File: config.mk
export PLATFORM = sky130hd
export DESIGN_NAME = prot_status_reg
export DESIGN_NICKNAME = d
export VERILOG_FILES = /design/src/rtl/prot_status_pkg.sv /design/src/rtl/prot_capture.sv /design/src/rtl/prot_viol_fsm.sv /design/src/rtl/prot_rseen_fsm.sv /design/src/rtl/prot_status_reg.sv
export SDC_FILE = /design/constraint.sdc
export NUM_CORES = 1
export LEC_CHECK = 0
export ABC_AREA = 1
export ABC_CLOCK_PERIOD_IN_PS = 1000
export CORE_MARGIN = 5
export CORE_UTILIZATION = 23
export CTS_CLUSTER_DIAMETER = 40
export DETAILED_ROUTE_END_ITERATION = 7
export HOLD_SLACK_MARGIN = 0.03
export PLACE_DENSITY = 0.88
export SLEW_MARGIN = 10
export SYNTH_ARGS = -nofsm -noshare
export SYNTH_HDL_FRONTEND = slang
export SYNTH_SLANG_ARGS = --single-unit
File: constraint.sdc
create_clock -name clk -period 1 [get_ports clk]
set_input_delay 0.1 -clock clk [delete_from_list [all_inputs] [get_ports clk]]
set_output_delay 0.1 -clock clk [all_outputs]
set_load 0.005 [all_outputs]
File: src/rtl/prot_status_pkg.sv
package prot_status_pkg;
    localparam int SIZE_LSB = 8;
    localparam int KIND_LSB = 6;
    localparam int VIOL_BIT = 5;
    localparam int RSEEN_BIT = 4;
    localparam int CODE_W = 2;

    localparam logic [CODE_W-1:0] SIZE_INIT = 2'b00;
    localparam logic [CODE_W-1:0] KIND_NONE = 2'b11;

    typedef enum logic {
        PV_CLEAR  = 1'b0,
        PV_RAISED = 1'b1
    } pv_state_t;

    typedef enum logic {
        RF_QUIET = 1'b0,
        RF_SEEN  = 1'b1
    } rf_state_t;
endpackage

File: src/rtl/prot_capture.sv
module prot_capture
    import prot_status_pkg::*;
(
    input  logic              clk,
    input  logic              init_rst_n,
    input  logic              op_rst,
    input  logic              cap_valid,
    input  logic [CODE_W-1:0] cap_size,
    input  logic [CODE_W-1:0] cap_kind,
    output logic [CODE_W-1:0] size_q,
    output logic [CODE_W-1:0] kind_q
);
    always_ff @(posedge clk or negedge init_rst_n) begin
        if (!init_rst_n) begin
            size_q <= SIZE_INIT;
            kind_q <= KIND_NONE;
        end else if (op_rst) begin
            size_q <= SIZE_INIT;
            kind_q <= KIND_NONE;
        end else if (cap_valid) begin
            size_q <= cap_size;
            kind_q <= cap_kind;
        end
    end
endmodule

File: src/rtl/prot_viol_fsm.sv
module prot_viol_fsm
    import prot_status_pkg::*;
(
    input  logic clk,
    input  logic init_rst_n,
    input  logic op_rst,
    input  logic viol,
    input  logic ack,
    output logic raised
);
    pv_state_t state_q, state_d;

    always_comb begin
        state_d = state_q;
        unique case (state_q)
            PV_CLEAR:  if (viol) state_d = PV_RAISED;
            PV_RAISED: if (!viol && ack) state_d = PV_CLEAR;
            default:   state_d = PV_CLEAR;
        endcase
        if (op_rst) state_d = PV_CLEAR;
    end

    always_ff @(posedge clk or negedge init_rst_n) begin
        if (!init_rst_n) state_q <= PV_CLEAR;
        else             state_q <= state_d;
    end

    always_comb begin
        raised = (state_q == PV_RAISED);
    end
endmodule

File: src/rtl/prot_rseen_fsm.sv
module prot_rseen_fsm
    import prot_status_pkg::*;
(
    input  logic clk,
    input  logic init_rst_n,
    input  logic op_rst,
    input  logic consume,
    output logic seen
);
    rf_state_t state_q, state_d;

    always_comb begin
        state_d = state_q;
        unique case (state_q)
            RF_QUIET: if (op_rst) state_d = RF_SEEN;
            RF_SEEN:  if (!op_rst && consume) state_d = RF_QUIET;
            default:  state_d = RF_SEEN;
        endcase
    end

    always_ff @(posedge clk or negedge init_rst_n) begin
        if (!init_rst_n) state_q <= RF_SEEN;
        else             state_q <= state_d;
    end

    always_comb begin
        seen = (state_q == RF_SEEN);
    end
endmodule

File: src/rtl/prot_status_reg.sv
module prot_status_reg
    import prot_status_pkg::*;
#(
    parameter int DATA_W = 32,
    localparam int BE_W = DATA_W / 8
) (
    input  logic              clk,
    input  logic              init_rst_n,
    input  logic              op_rst,
    input  logic              sel,
    input  logic              rd_en,
    input  logic              wr_en,
    input  logic [BE_W-1:0]   be,
    input  logic [DATA_W-1:0] wdata,
    output logic [DATA_W-1:0] rdata,
    input  logic              cap_valid,
    input  logic [1:0]        cap_size,
    input  logic [1:0]        cap_kind,
    input  logic              viol,
    output logic              trap_req
);
    logic              rd_hit;
    logic              ack;
    logic              viol_q;
    logic              seen_q;
    logic [CODE_W-1:0] size_q;
    logic [CODE_W-1:0] kind_q;
    logic              unused_wdata;

    assign rd_hit       = sel && rd_en && (|be);
    assign ack          = sel && wr_en && be[VIOL_BIT/8] && !wdata[VIOL_BIT];
    assign unused_wdata = ^{wdata[DATA_W-1:VIOL_BIT+1], wdata[VIOL_BIT-1:0]};

    prot_capture u_cap (
        .clk        (clk),
        .init_rst_n (init_rst_n),
        .op_rst     (op_rst),
        .cap_valid  (cap_valid),
        .cap_size   (cap_size),
        .cap_kind   (cap_kind),
        .size_q     (size_q),
        .kind_q     (kind_q)
    );

    prot_viol_fsm u_viol (
        .clk        (clk),
        .init_rst_n (init_rst_n),
        .op_rst     (op_rst),
        .viol       (viol),
        .ack        (ack),
        .raised     (viol_q)
    );

    prot_rseen_fsm u_rseen (
        .clk        (clk),
        .init_rst_n (init_rst_n),
        .op_rst     (op_rst),
        .consume    (rd_hit),
        .seen       (seen_q)
    );

    always_comb begin
        rdata = '0;
        rdata[SIZE_LSB +: CODE_W] = size_q;
        rdata[KIND_LSB +: CODE_W] = kind_q;
        rdata[VIOL_BIT]           = viol_q;
        rdata[RSEEN_BIT]          = seen_q;
        trap_req                  = viol_q;
    end
endmodule

* After elaboration in Yosys (flattened, before gate mapping)
Index checks and enable logic that the tools add are counted.
** Storage, ports and cells
- Memories kept :: 0
- Memory bits (read-only) :: 0
- Latch bits :: 0
- Register bits after elaboration :: 6
- Word-level logic and storage cells :: 29
- RAM bits :: 0
** Cells by class
- Reduce and logical (&&, ||, !) cells :: 12
- Divide/modulo/power cells :: 0
- Mux-type cells :: 11
- Bitwise logic cells :: 2
- Magnitude comparators :: 0
- $add $sub $neg :: 0
- Equality and inequality tests :: 0
- Shift-type cells :: 0
- $mul :: 0
** Operator list (number)
- $mux W2 :: 4
- $logic_and A1 B1 Y1 :: 7
- $mux W1 :: 5
- $pmux W1 S2 :: 2
- $reduce_or A4 Y1 :: 1
- $logic_not A1 Y1 :: 3
- $not A1 Y1 :: 2
- $reduce_bool A2 Y1 :: 1

* Longest topological paths before layout
- Depth in word-level cells :: 7
- Depth in mapped cells :: 5

* Cells and area by module
From an unflattened synthesis, not the netlist that was laid out.
** Second synthesis, totals
- Cell total of the unflattened synthesis :: 63
- Area, all modules :: 488.0 sq um
** By module, submodules not included
- prot_status_reg :: cells an instance 35, area an instance 239.0 sq um, instances 1
- prot_capture :: cells an instance 18, area an instance 162.7 sq um, instances 1
- prot_viol_fsm :: cells an instance 5, area an instance 45.0 sq um, instances 1
- prot_rseen_fsm :: cells an instance 5, area an instance 41.3 sq um, instances 1

* Worst setup path before layout
OpenSTA, ideal clock, no wires.
- Path type :: register -> register
- Start point :: register u_cap.kind_q[0] (netlist name)
- End point :: register u_cap.kind_q[0]
- Buffers on the path :: 0
- Arrival time :: 0.665 ns
- Stages on the path, launching flop included :: 3
- Clock period less this slack :: 0.734 ns
- Setup slack :: 0.266 ns
- Setup time :: 0.069 ns
- Cells stage by stage :: dfstp_2 inv_1 o21ai_2
** RTL lines
- to (signal assigned) :: line prot_capture.sv:22 : kind_q <= cap_kind;
- to (decl) :: line prot_capture.sv:11 : output logic [CODE_W-1:0] kind_q

* Worst setup path in the final report
- Start point :: register u_rseen.state_q, in the netlist u_rseen.seen
- End point :: output port rdata[4]
** RTL lines
- from (decl) :: line prot_rseen_fsm.sv:10 : rf_state_t state_q, state_d;
- from (signal assigned) :: line prot_rseen_fsm.sv:23 : else state_q <= state_d;
- to (decl) :: line prot_status_reg.sv:15 : output logic [DATA_W-1:0] rdata,
No word-level cell between the ends.

==> impl_metrics.ini <==
[outcome]
outcome = completed

[global_routing]
overflow = 0
grt_max_degree = 7
antenna_found_initial = 0
grt_pass1_vias = 393
grt.total_usage_pct = 6.65
grt_first_pass_wirelength_um = 1590

[drt]
post_drt_via_cell_ratio = 3.30
ant_nets = 0
vias = 396
drc = 0
dr.pass1.iters = 2
wl_met1_um = 284
routedWlPerCell_um = 8.82
initialDrtViolationCount = 2
topRoutingLayerUsed = met4
wl_met2_um = 597
routed_wl_um = 1060
met3_length_um = 143

[layout]
n_antenna_cell = 0
final_util_pct = 33.6
nets = 141
drive_above_1_share_pct = 20.7
area_delta_synth_final_pct = 42.8
fin_cells = 120
fill_cells = 231
final_common_cell = conb_1
layout_common_cells = 26 x conb_1, 16 x clkdlybuf4s50_1, 8 x inv_1

[place]
hpwl_um = 1030
pre_cts_ws_ns = -0.118
place_inst = 114
gp_congestion = 0.642
io_buffers = 23

[power_and_ir_drop]
p_switching_uw = 176
power.leakage_nw = 0.377
comb_power_share_pct = 27.0
p_clk_share_pct = 33.7
peakVddDrop_uv = 474
swShare_pct = 24.9
pwr-share-seq_pct = 39.3
p_per_area_nw_per_um2 = 977
power_uw = 705
intPower_uw = 529

[critical_path]
crit_chain = buf_6
startpoint_type = register
cp_top_family = flip-flops
slowest_delay_ns = 0.53
required_ns = 0.90
path_max_fanout = 2
worstSetupEndpointType = primary output
worst-path-buf-inv = 1
crit_slowest_cell = dfstp_2
path_class = register to primary output
cp.arrival_ns = 0.87

[clocking]
clock-root-buffer = clkbuf_4
clock_path_buffers = 2
cts_buffers = 3
clk_pin_slew_ns = 0.05
cts_sinks = 6
clk_latency_ns = 0.23
cts_tree = built
htreeDepth = 1

[flow_run]
cap_violations = 0

[timing]
fin_skew_ns = 0
finalCritPeriodShare_pct = 96.7
finalSetupViolations = 0
fmax_ghz = 1.03
fin_setup_tns_ns = 0
hold_viol_final = 0
final_max_slew_viol_count = 0
setup_ws_ns = 0.0327
rsz0062_at_grt = yes
min_period_ns = 0.967

[worst_hold_path]
hold_class = input pin to async pin

[synthesis]
syn-cell-area_um2 = 505
postSynthAreaPerCell_um2 = 8.02
synth-seq-cells = 6
syn_inst = 63
yosysUniqueCellTypes = 11
seq_area_frac_synth_pct = 30.4
ys_warn_count = 0

[floorplanning]
die_h_um = 56.9
core_area_um2 = 2150
placementRows = 17
ios = 81
die-area_um2 = 3240
die_x_um = 56.9
initial_core_util_pct = 23.5
-- metal layers --
layer | up-vias | track usage, %
met5 | - | 0
met2 | 27 | 11.7
met3 | 4 | 4.83
met4 | 0 | 3.64
met1 | 170 | 5.21
li1 | 195 | -
-- cells in the mapped netlist --
cell / count / share of area [%]
a21oi_1: 3 / 3.0
buf_4: 28 / 42
conb_1: 1 / 0.74
dfrtp_1: 3 / 15
dfstp_2: 3 / 16
inv_1: 8 / 5.9
nand2_1: 6 / 4.5
nand3_1: 3 / 3.0
nor2_1: 3 / 2.2
o21ai_2: 4 / 6.9
or2_4: 1 / 1.7
-- through the flow --
step | hold slack, ns | cell area, um^2
after floorplan | -0.196 | 599
after global routing | 0.106 | 722
after global placement | 0.359 | 677
after CTS | 0.100 | 686
final | 0.0927 | 722
after detailed placement | 0.361 | 677
-- kinds of logic after synthesis --
group	synth area share, %
AOI/OAI and AO/OA	9.90
buffers and inverters	47.5
DFF	30.4
other	0.742
and+or+nand+nor	11.4
-- state kept, by name, summed over array words and instances, names as in the netlist --
signal,flops
u_cap.kind_q,2
u_cap.size_q,2
u_rseen.seen,1
u_viol.raised,1
-- worst paths after layout --
path	start	endpoint	slack (ns)	cells after the start
max	u_rseen.seen$_DFF_PN1_	rdata[4]	0.03	1
min	init_rst_n	u_cap.size_q[0]$_DFFE_PN0P_	0.09	1
max reg2reg	u_cap.kind_q[0]$_DFFE_PN1P_	u_cap.kind_q[0]$_DFFE_PN1P_	0.23	2
min reg2reg	u_rseen.seen$_DFF_PN1_	u_rseen.seen$_DFF_PN1_	0.47	2
max in group asynchronous	init_rst_n	u_cap.kind_q[0]$_DFFE_PN1P_	0.63	1
min in group clk	viol	u_viol.raised$_DFF_PN0_	0.39	3
-- cell type report --
type	instances	area, um^2	share of cell area [%]
repair buffers	28	272	37.6
multi-input cells	46	205	28.4
flip-flops and latches	6	154	21.3
well taps	28	35.0	4.85
inverters	8	30.0	4.16
clock buffers	4	26.3	3.64
-- power by group through the flow --
stage          sequential (mW)  clock, mW  combinational, mW
5_1_grt                  0.280      0.270              0.211
3_5_place_dp             0.279          0              0.189
3_3_place_gp             0.277          0              0.184
4_1_cts                  0.275      0.245              0.174
6_report                 0.277      0.237              0.191
2_1_floorplan            0.279          0              0.142
-- timing repair --
item | in CTS | in global routing
pin swaps | 0 | 0
hold buffers | 0 | 0
buffers inserted | 0 | 2
setup endpoints to repair | 7 | 5
gates resized for setup | 18 | 5
No activity file was read; power rests on OpenSTA's default activity.
